--- src/rtl/mix_whitener_pkg.sv ---
// Package: shared control type for the rotate-and-add whitener.
// Assumes nothing beyond synthesizable SystemVerilog.
package mix_whitener_pkg;

    // Per-cycle step decision issued by the group counter.
    typedef struct packed {
        logic clear;  // drop accumulator and count to zero
        logic take;   // accept the raw byte on this edge
        logic last;   // accepted byte closes the group
    } wh_step_t;

endpackage

--- src/rtl/mix_whitener_cnt.sv ---
// Module: group counter. It counts accepted raw bytes modulo NUM_RAW and
// decides what happens on each edge: clear, take, or take and close.
// Assumes NUM_RAW >= 2 and a synchronous active-low reset.
module mix_whitener_cnt
    import mix_whitener_pkg::*;
#(
    parameter int NUM_RAW = 8
) (
    input  logic     clk_i,
    input  logic     rst_ni,
    input  logic     en_i,
    input  logic     raw_vld_i,
    output wh_step_t step_o
);
    localparam int CNT_W = (NUM_RAW > 2) ? $clog2(NUM_RAW) : 1;
    localparam logic [CNT_W-1:0] LAST_IDX = CNT_W'(NUM_RAW - 1);

    logic [CNT_W-1:0] cnt_q;

    // Decode the step for this cycle from the enable, the strobe and the count.
    always_comb begin
        step_o.clear = ~rst_ni | ~en_i;
        step_o.take  = rst_ni & en_i & raw_vld_i;
        step_o.last  = step_o.take & (cnt_q == LAST_IDX);
    end

    // Count accepted bytes and wrap after the last byte of the group.
    always_ff @(posedge clk_i) begin
        if (step_o.clear) begin
            cnt_q <= '0;
        end else if (step_o.last) begin
            cnt_q <= '0;
        end else if (step_o.take) begin
            cnt_q <= cnt_q + 1'b1;
        end
    end
endmodule

--- src/rtl/mix_whitener_acc.sv ---
// Module: rotate-and-add accumulator. On each accepted byte it rotates the
// running value right by one bit and adds the byte modulo 2^W. It offers the
// updated value on next_o and clears itself when a group closes.
// Assumes the step decision comes from mix_whitener_cnt.
module mix_whitener_acc
    import mix_whitener_pkg::*;
#(
    parameter int W = 8
) (
    input  logic         clk_i,
    input  wh_step_t     step_i,
    input  logic [W-1:0] raw_i,
    output logic [W-1:0] next_o
);
    logic [W-1:0] acc_q;
    logic [W-1:0] rot;

    // Right rotation by one: lane i takes lane i+1, and the top lane takes lane 0.
    for (genvar i = 0; i < W; i++) begin : g_rot
        assign rot[i] = acc_q[(i + 1) % W];
    end

    // Form the updated value: modulo-2^W sum of the rotated accumulator and the byte.
    always_comb begin
        next_o = rot + raw_i;
    end

    // Keep the running value; restart from zero on clear or at the end of a group.
    always_ff @(posedge clk_i) begin
        if (step_i.clear || step_i.last) begin
            acc_q <= '0;
        end else if (step_i.take) begin
            acc_q <= next_o;
        end
    end
endmodule

--- src/rtl/mix_whitener_out.sv ---
// Module: output register. It captures the closing sum and raises a
// one-cycle valid pulse. The data is held until the next capture and is
// cleared only by reset. Assumes a synchronous active-low reset.
module mix_whitener_out
    import mix_whitener_pkg::*;
#(
    parameter int W = 8
) (
    input  logic         clk_i,
    input  logic         rst_ni,
    input  wh_step_t     step_i,
    input  logic [W-1:0] next_i,
    output logic [W-1:0] out_o,
    output logic         out_vld_o
);
    // Capture the final sum and pulse valid when a group closes.
    always_ff @(posedge clk_i) begin
        if (!rst_ni) begin
            out_o     <= '0;
            out_vld_o <= 1'b0;
        end else begin
            out_vld_o <= step_i.last;
            if (step_i.last) begin
                out_o <= next_i;
            end
        end
    end
endmodule

--- src/rtl/mix_whitener.sv ---
// Module: top of the rotate-and-add byte whitener. It folds NUM_RAW raw
// bytes into one byte and signals it with a one-cycle pulse. Assumes raw
// bytes arrive with a one-cycle strobe at any rate, including every cycle.
module mix_whitener
    import mix_whitener_pkg::*;
#(
    parameter int W       = 8,
    parameter int NUM_RAW = 8
) (
    input  logic         clk_i,
    input  logic         rst_ni,
    input  logic         en_i,
    input  logic [W-1:0] raw_i,
    input  logic         raw_vld_i,
    output logic [W-1:0] out_o,
    output logic         out_vld_o
);
    wh_step_t     step;
    logic [W-1:0] next_sum;

    mix_whitener_cnt #(.NUM_RAW(NUM_RAW)) u_cnt (
        .clk_i     (clk_i),
        .rst_ni    (rst_ni),
        .en_i      (en_i),
        .raw_vld_i (raw_vld_i),
        .step_o    (step)
    );

    mix_whitener_acc #(.W(W)) u_acc (
        .clk_i  (clk_i),
        .step_i (step),
        .raw_i  (raw_i),
        .next_o (next_sum)
    );

    mix_whitener_out #(.W(W)) u_out (
        .clk_i     (clk_i),
        .rst_ni    (rst_ni),
        .step_i    (step),
        .next_i    (next_sum),
        .out_o     (out_o),
        .out_vld_o (out_vld_o)
    );
endmodule

--- config.mk ---
export PLATFORM = sky130hd
export DESIGN_NAME = mix_whitener
export DESIGN_NICKNAME = d
export VERILOG_FILES = /design/src/rtl/mix_whitener_pkg.sv /design/src/rtl/mix_whitener_cnt.sv /design/src/rtl/mix_whitener_acc.sv /design/src/rtl/mix_whitener_out.sv /design/src/rtl/mix_whitener.sv
export SDC_FILE = /design/constraint.sdc
export NUM_CORES = 1
export LEC_CHECK = 0
export ABC_CLOCK_PERIOD_IN_PS = 4000
export CORE_MARGIN = 3
export CORE_UTILIZATION = 40
export DETAILED_ROUTE_END_ITERATION = 10
export RECOVER_POWER = 100
export SYNTH_ARGS = -nofsm -noshare
export SYNTH_HDL_FRONTEND = slang
export SYNTH_SLANG_ARGS = --single-unit
--- constraint.sdc ---
create_clock -name clk_i -period 4 [get_ports clk_i]
set_input_delay 0.8 -clock clk_i [delete_from_list [all_inputs] [get_ports clk_i]]
set_output_delay 0.8 -clock clk_i [all_outputs]
set_load 0.05 [all_outputs]
==> results.md, run 1 <==
- Mux share of post-synthesis cell area: 0%
- Vias in the first global route: 856
- Reg-to-reg startpoint: u_acc.acc_q[1]$_SDFFE_PP0P_
- Post-synth ARST share: 0%
- Syn-to-layout area delta: 18.67%
- Mapped Cells: 117
- Synth area leaders: dfxtp_1 37%, ha_1 11%, nand2_1 7.7%, a21oi_1 4.2%, a211oi_2 3.5%
- CTS resizes: 0
- YS warnings: 0
- Area of the multi-input gates: 585.6 µm²
- Drt first pass iters: 4
- Slew margin rel.: 66.28%
- # clock sinks: 20
- Initial Utilization: 42.51%
- Iteration-0 DRC Markers: 20
- Worst Setup End Kind: register
- TritonCTS Buffers: 3
- Distinct cells, synth: 33
- Min-delay src: u_out.out_o[3]$_SDFFE_PN0P_
- Clock Latency Late Sink: 290 ps
- Setup WS post-layout: 1344 ps
- Tot Pwr: 351.1 µW
- Area of the die: 0.003338 mm²
- Max Slew Vio Count: 0
- Post-Synth Adder-Cell Area: 12.37%
- IR drop worst, VDD: 0.0001505 V
- Placed wire-length estimate: 1670 µm
- GRT Resource Usage Total: 14.89%
- Synth Area in Simple Gates: 18.55%
- DRT antenna net count: 0
- Largest net degree at the start of global routing: 13
- Avg Cell Area, Syn: 9.165 µm²
- Ratio of cells with drive above 1 in the final layout: 5.839%
- Fmax: 376.5 MHz
- Req. time, crit path: 4170 ps
- Hold WC Path Type: reg -> reg
- Hold Fails Final Rpt: 0
- Crit start category: primary input
- Reg2Reg Setup Slack: 2050 ps
- Synth Flop Type: dfxtp_1
- # fillers: 248
- Max-Cap Viols: 0
- Largest family of logic cells by synthesized area: compound AO/OA/AOI/OAI gates
- # placed instances: 164
- Antenna violations before repair: 0
- Yosys top cell area share: 37.34%
- DRC violations left: 0
- Slew of the pin with the lowest slew margin: 504.2 ps
- Pleak: 0.5381 nW
- Vias: 850
- Hold_ws: 466.2 ps
- Count leader, synth: nand2_1
- # H-tree levels: 1
- Sequential standard cell area: 400.4 µm²
- Clk root buf: clkbuf_4
- Sequential share of the synthesized area: 37.34%
- Critical path data arrival time: 2820 ps
- Status: complete, no violations
- Routability cong.: 0.7317
- Number of hold buffers added after cts: 0
- First-pass GRT wire length: 3857 µm
- Post-synth top cells: 22 x nand2_1, 20 x dfxtp_1, 9 x a21oi_1, 9 x ha_1, 7 x nor2_1
- Post-Route WL: 2131 µm
- Largest fanout on the critical path: 3
- Setup Total Neg Slack: 0 ps
- Core Region: 0.002522 mm²
- N_diodes: 0
- Synthesized Nets: 139
- Via density: 5.090
- Setup crit start: raw_i[0]
- Tcrit/Tclk final: 66.40%
- Post-synth top area cell: dfxtp_1
- Number of flops mapped to enable cells by yosys: 0
- Port Buffer Count: 20
- Nets@finish: 161
- #FFs+latches synth: 20
- Xor and xnor area share after synthesis: 4.901%
- Place WS: 1170 ps
- TritonCTS clock tree: done
- Pwr/cell area: 275.9 mW/mm²
- Row count: 18
- Postcts setup bufs: 0
- Worst Clk Skew: 3.132 ps
- Total congestion overflow: 0
- Min Tclk post-route: 2656 ps
- RSZ-0062 raised after global routing: false
- Critical path class: in -> reg
- Die X-Extent: 57.78 µm
- Drt wl/cell: 12.76 µm
- Setup-failing EPs final: 0
- Height of the die: 57.78 µm
- Clock transition at the registers of the reported paths: 110 ps
- Syn Std Cell Area: 0.001072 mm²
- Max clock buf depth: 2
- Post-synthesis compound-gate area fraction: 21.24%
- I/O Pins: 21
- Fin cells: 167
state kept, by name, indices dropped and copies added (netlist names):
signal / flops
u_acc.acc_q: 8
u_out.out_o: 8
u_cnt.cnt_q: 3
u_out.out_vld_o: 1
final timing paths:
check	to	depth (start not counted)
setup reg to reg	u_acc.acc_q[6]$_SDFFE_PP0P_	8
setup / recovery	u_acc.acc_q[6]$_SDFFE_PP0P_	9
hold / removal	u_out.out_o[3]$_SDFFE_PN0P_	2
hold reg to reg	u_out.out_o[3]$_SDFFE_PN0P_	2
area by class of cell:
cell class                      instances  area share (%)
Inverter                                5           1.475
Timing Repair Buffer                   21           16.32
Multi-Input combinational cell         88           46.02
Sequential cell                        20           31.47
Clock buffer                            3           1.770
Tap cell                               30           2.950
stage by stage:
stage               util, %  cell area [µm²]
finish                50.45             1272
global route          50.45             1272
CTS                   51.49             1299
detailed placement    50.60             1276
global placement      50.60             1276
floorplan                 -             1072
where the power goes:
group | internal [mW] | switching, mW
registers | 0.202 | 0.00155
logic | 0.0272 | 0.0288
clock network | 0.0350 | 0.0568
metal layers:
metal	global-route usage [%]	share of wire (%)
met1	20.74	48
met2	22.90	46
met3	3.118	4.4
met4	4.967	0.84
met5	0	0
critical path, cell delays in order:
cell and delay [ps]:
dlygate4sd3_1 540, ha_1 200, inv_1 60, fa_1 430, nor2b_4 130, o31a_1 200
nor4_2 50, a211oi_1 290, a211oi_2 110
placed cells by master, fill, tap and decap left out, types with 5 or more instances in the layout:
cell and n:
a21oi_1 9, a211oi_1 5, nor2_1 7, nand2_1 23
ha_1 9, dfxtp_1 20, clkdlybuf4s50_1 9, dlygate4sd3_1 11
kinds of logic (layout without fill, tap and decap cells):
| logic type | Yosys count | in the layout |
|---|---|---|
| AO/OA/AOI/OAI | 32 | 32 |
| flip-flops | 20 | 20 |
| buffers and inverters | 9 | 29 |
| AND/OR/NAND/NOR | 40 | 40 |
| XOR/XNOR | 6 | 6 |
| adder cells (fa/ha/maj) | 10 | 10 |
Power figures use the tool's default switching activity.
==> run 2: changes to the inputs <==
Settings changed: ABC_CLOCK_PERIOD_IN_PS 4000 to 2450.
Clock period 4 ns to 2.45 ns, I/O delays scaled along.
==> run 2 against run 1 <==
Compared with the run above:
- final area increased by 4.8%
- combinational power up 70%
- first-iteration DRC count down 40%
- power up 98%
- sequential power rose by 64%
- critical path type unchanged
- die area unchanged
- wire length is 1.3% higher
- cell count is 3.0% higher
- core utilization up 2.4 points
- sequential cell count unchanged
- highest routed layer unchanged
- worst setup slack got worse by 1100 ps
==> results.md, run 2 (synthesized netlist as in run 1, its figures left out) <==
- Drt wl/cell: 12.55 µm
- Max clock buf depth: 2
- Reg2reg path depth: 8
- Clock Latency Late Sink: 300 ps
- Worst Setup End Kind: register
- Crit start category: primary input
- Routability cong.: 0.8310
- CP cell instances: dlygate4sd3_1, ha_1, a211oi_1, o21ai_0, a41o_1, xnor2_1, a211oi_1
- Core Region: 0.002522 mm²
- TritonCTS Buffers: 3
- Critical path data arrival time: 2450 ps
- Tcrit/Tclk final: 90.57%
- # clock sinks: 20
- Status: complete, no violations
- Iteration-0 DRC Markers: 12
- Total congestion overflow: 0
- TritonCTS clock tree: done
- Req. time, crit path: 2680 ps
- Die X-Extent: 57.78 µm
- Postcts setup bufs: 0
- Sequential standard cell area: 400.4 µm²
- CP peak stage delay: 560 ps
- Row count: 18
- Slew margin rel.: 66.58%
- Critical path's most frequent cell: a211oi_1
- Nets@finish: 165
- DRC violations left: 0
- Fin cells: 172
- Placed wire-length estimate: 1642 µm
- Hold WC Path Type: reg -> reg
- # placed instances: 168
- Setup-failing EPs final: 0
- Number of hold buffers added after cts: 0
- Most frequent cells in the layout: 23 x nand2_1, 20 x dfxtp_1, 12 x dlygate4sd3_1
- Critical path's slowest cell: dlygate4sd3_1
- Post-Route WL: 2159 µm
- Fmax: 450.7 MHz
- Bufs and invs on worst path: 1
- Ratio of cells with drive above 1 in the final layout: 9.155%
- Initial Utilization: 42.51%
- Crit path max-delay family: compound AO/OA/AOI/OAI gates
- Commonest non-fill, non-tap cell in the layout: nand2_1
- Max-Cap Viols: 0
- Hold Path Sink: u_out.out_o[0]$_SDFFE_PN0P_
- Area of the die: 0.003338 mm²
- DRT antenna net count: 0
- Worst Clk Skew: 2.804 ps
- Area of the multi-input gates: 590.6 µm²
- Crit Reg-Reg Endpoint: u_acc.acc_q[6]$_SDFFE_PP0P_
- Hold Fails Final Rpt: 0
- Syn-to-layout area delta: 24.39%
- Antenna violations before repair: 0
- Pwr/cell area: 522.2 mW/mm²
- # fillers: 260
- Via density: 5.145
- Port Buffer Count: 20
- GRT Resource Usage Total: 14.08%
- Height of the die: 57.78 µm
- Clock transition at the registers of the reported paths: 110 ps
- Min Tclk post-route: 2219 ps
- Vias: 885
- Critical path class: in -> reg
- Pleak: 0.5697 nW
- Vias in the first global route: 833
- N_diodes: 0
- Largest registers: u_acc.acc_q: 8 flops, u_out.out_o: 8 flops, u_cnt.cnt_q: 3 flops
- Hold path depth: 2
- Slew of the pin with the lowest slew margin: 499.6 ps
- Drt first pass iters: 4
- Largest fanout on the critical path: 2
- Setup Total Neg Slack: 0 ps
- I/O Pins: 21
- Min-delay src: u_out.out_o[0]$_SDFFE_PN0P_
- Reg-to-reg startpoint: u_acc.acc_q[1]$_SDFFE_PP0P_
- IR drop worst, VDD: 0.0003851 V
- RSZ-0062 raised after global routing: false
- Largest net degree at the start of global routing: 13
- Clk root buf: clkbuf_4
- # H-tree levels: 1
- Max Slew Vio Count: 0
- CTS resizes: 0
- Reg2Reg Setup Slack: 640 ps
- First-pass GRT wire length: 3657 µm
run 2: worst max-delay path by stage:
| stage | from | end | slack (ps) | cells past startpoint |
|---|---|---|---|---|
| after CTS | raw_i[0] | u_acc.acc_q[6]$_SDFFE_PP0P_ | 320 | 9 |
| after floorplan | raw_i[0] | u_acc.acc_q[6]$_SDFFE_PP0P_ | 570 | 8 |
| after global routing | raw_i[1] | u_acc.acc_q[7]$_SDFFE_PP0P_ | 120 | 7 |
| after detailed placement | raw_i[0] | u_acc.acc_q[6]$_SDFFE_PP0P_ | -10 | 9 |
| final | raw_i[1] | u_acc.acc_q[7]$_SDFFE_PP0P_ | 230 | 7 |
| after global placement | raw_i[0] | u_acc.acc_q[6]$_SDFFE_PP0P_ | 40 | 9 |
run 2: layer usage:
layer	GRT usage, %	vias to the layer above	wire length, µm
met5	0	-	0
met3	4.009	2	150
met2	22.58	27	951
met1	18.90	399	1043
li1	-	457	-
met4	2.980	0	13
run 2: power by group:
part           total [mW]  leakage (nW)  switching, mW  internal, mW
registers           0.332         0.162        0.00244         0.329
logic              0.0956         0.380         0.0482        0.0474
clock network       0.269        0.0279          0.104         0.165
run 2: area by class of cell:
| class | count | share of cell area (%) |
|---|---|---|
| multi-input cells | 88 | 44.28 |
| repair buffers | 25 | 17.54 |
| flip-flops and latches | 20 | 30.02 |
| clock inverters | 1 | 2.251 |
| well taps | 30 | 2.814 |
| clock buffers | 3 | 1.689 |
| inverters | 5 | 1.407 |
run 2: worst register-to-register path: cells and delay by family (launching register included):
kind                       cells  cell delay [ps]
buffers and inverters          1               60
and+or+nand+nor                2              200
AOI/OAI and AO/OA              3              500
DFF                            1              360
adders and majority gates      2              600
run 2: metrics by stage:
| stage | instance area (µm²) | hold WS, ps | utilization [%] | setup WS (ps) | total power [mW] |
|---|---|---|---|---|---|
| floorplan | 1072 | 438.3 | - | 572.3 | 0.4043 |
| detailed placement | 1306 | 450.2 | 51.79 | -9.718 | 0.4370 |
| global placement | 1306 | 444.6 | 51.79 | 44.68 | 0.4375 |
| global route | 1334 | 487.4 | 52.88 | 124.4 | 0.7278 |
| CTS | 1359 | 466.8 | 53.87 | 321.5 | 0.7082 |
| finish | 1334 | 466.7 | 52.88 | 231.0 | 0.6965 |
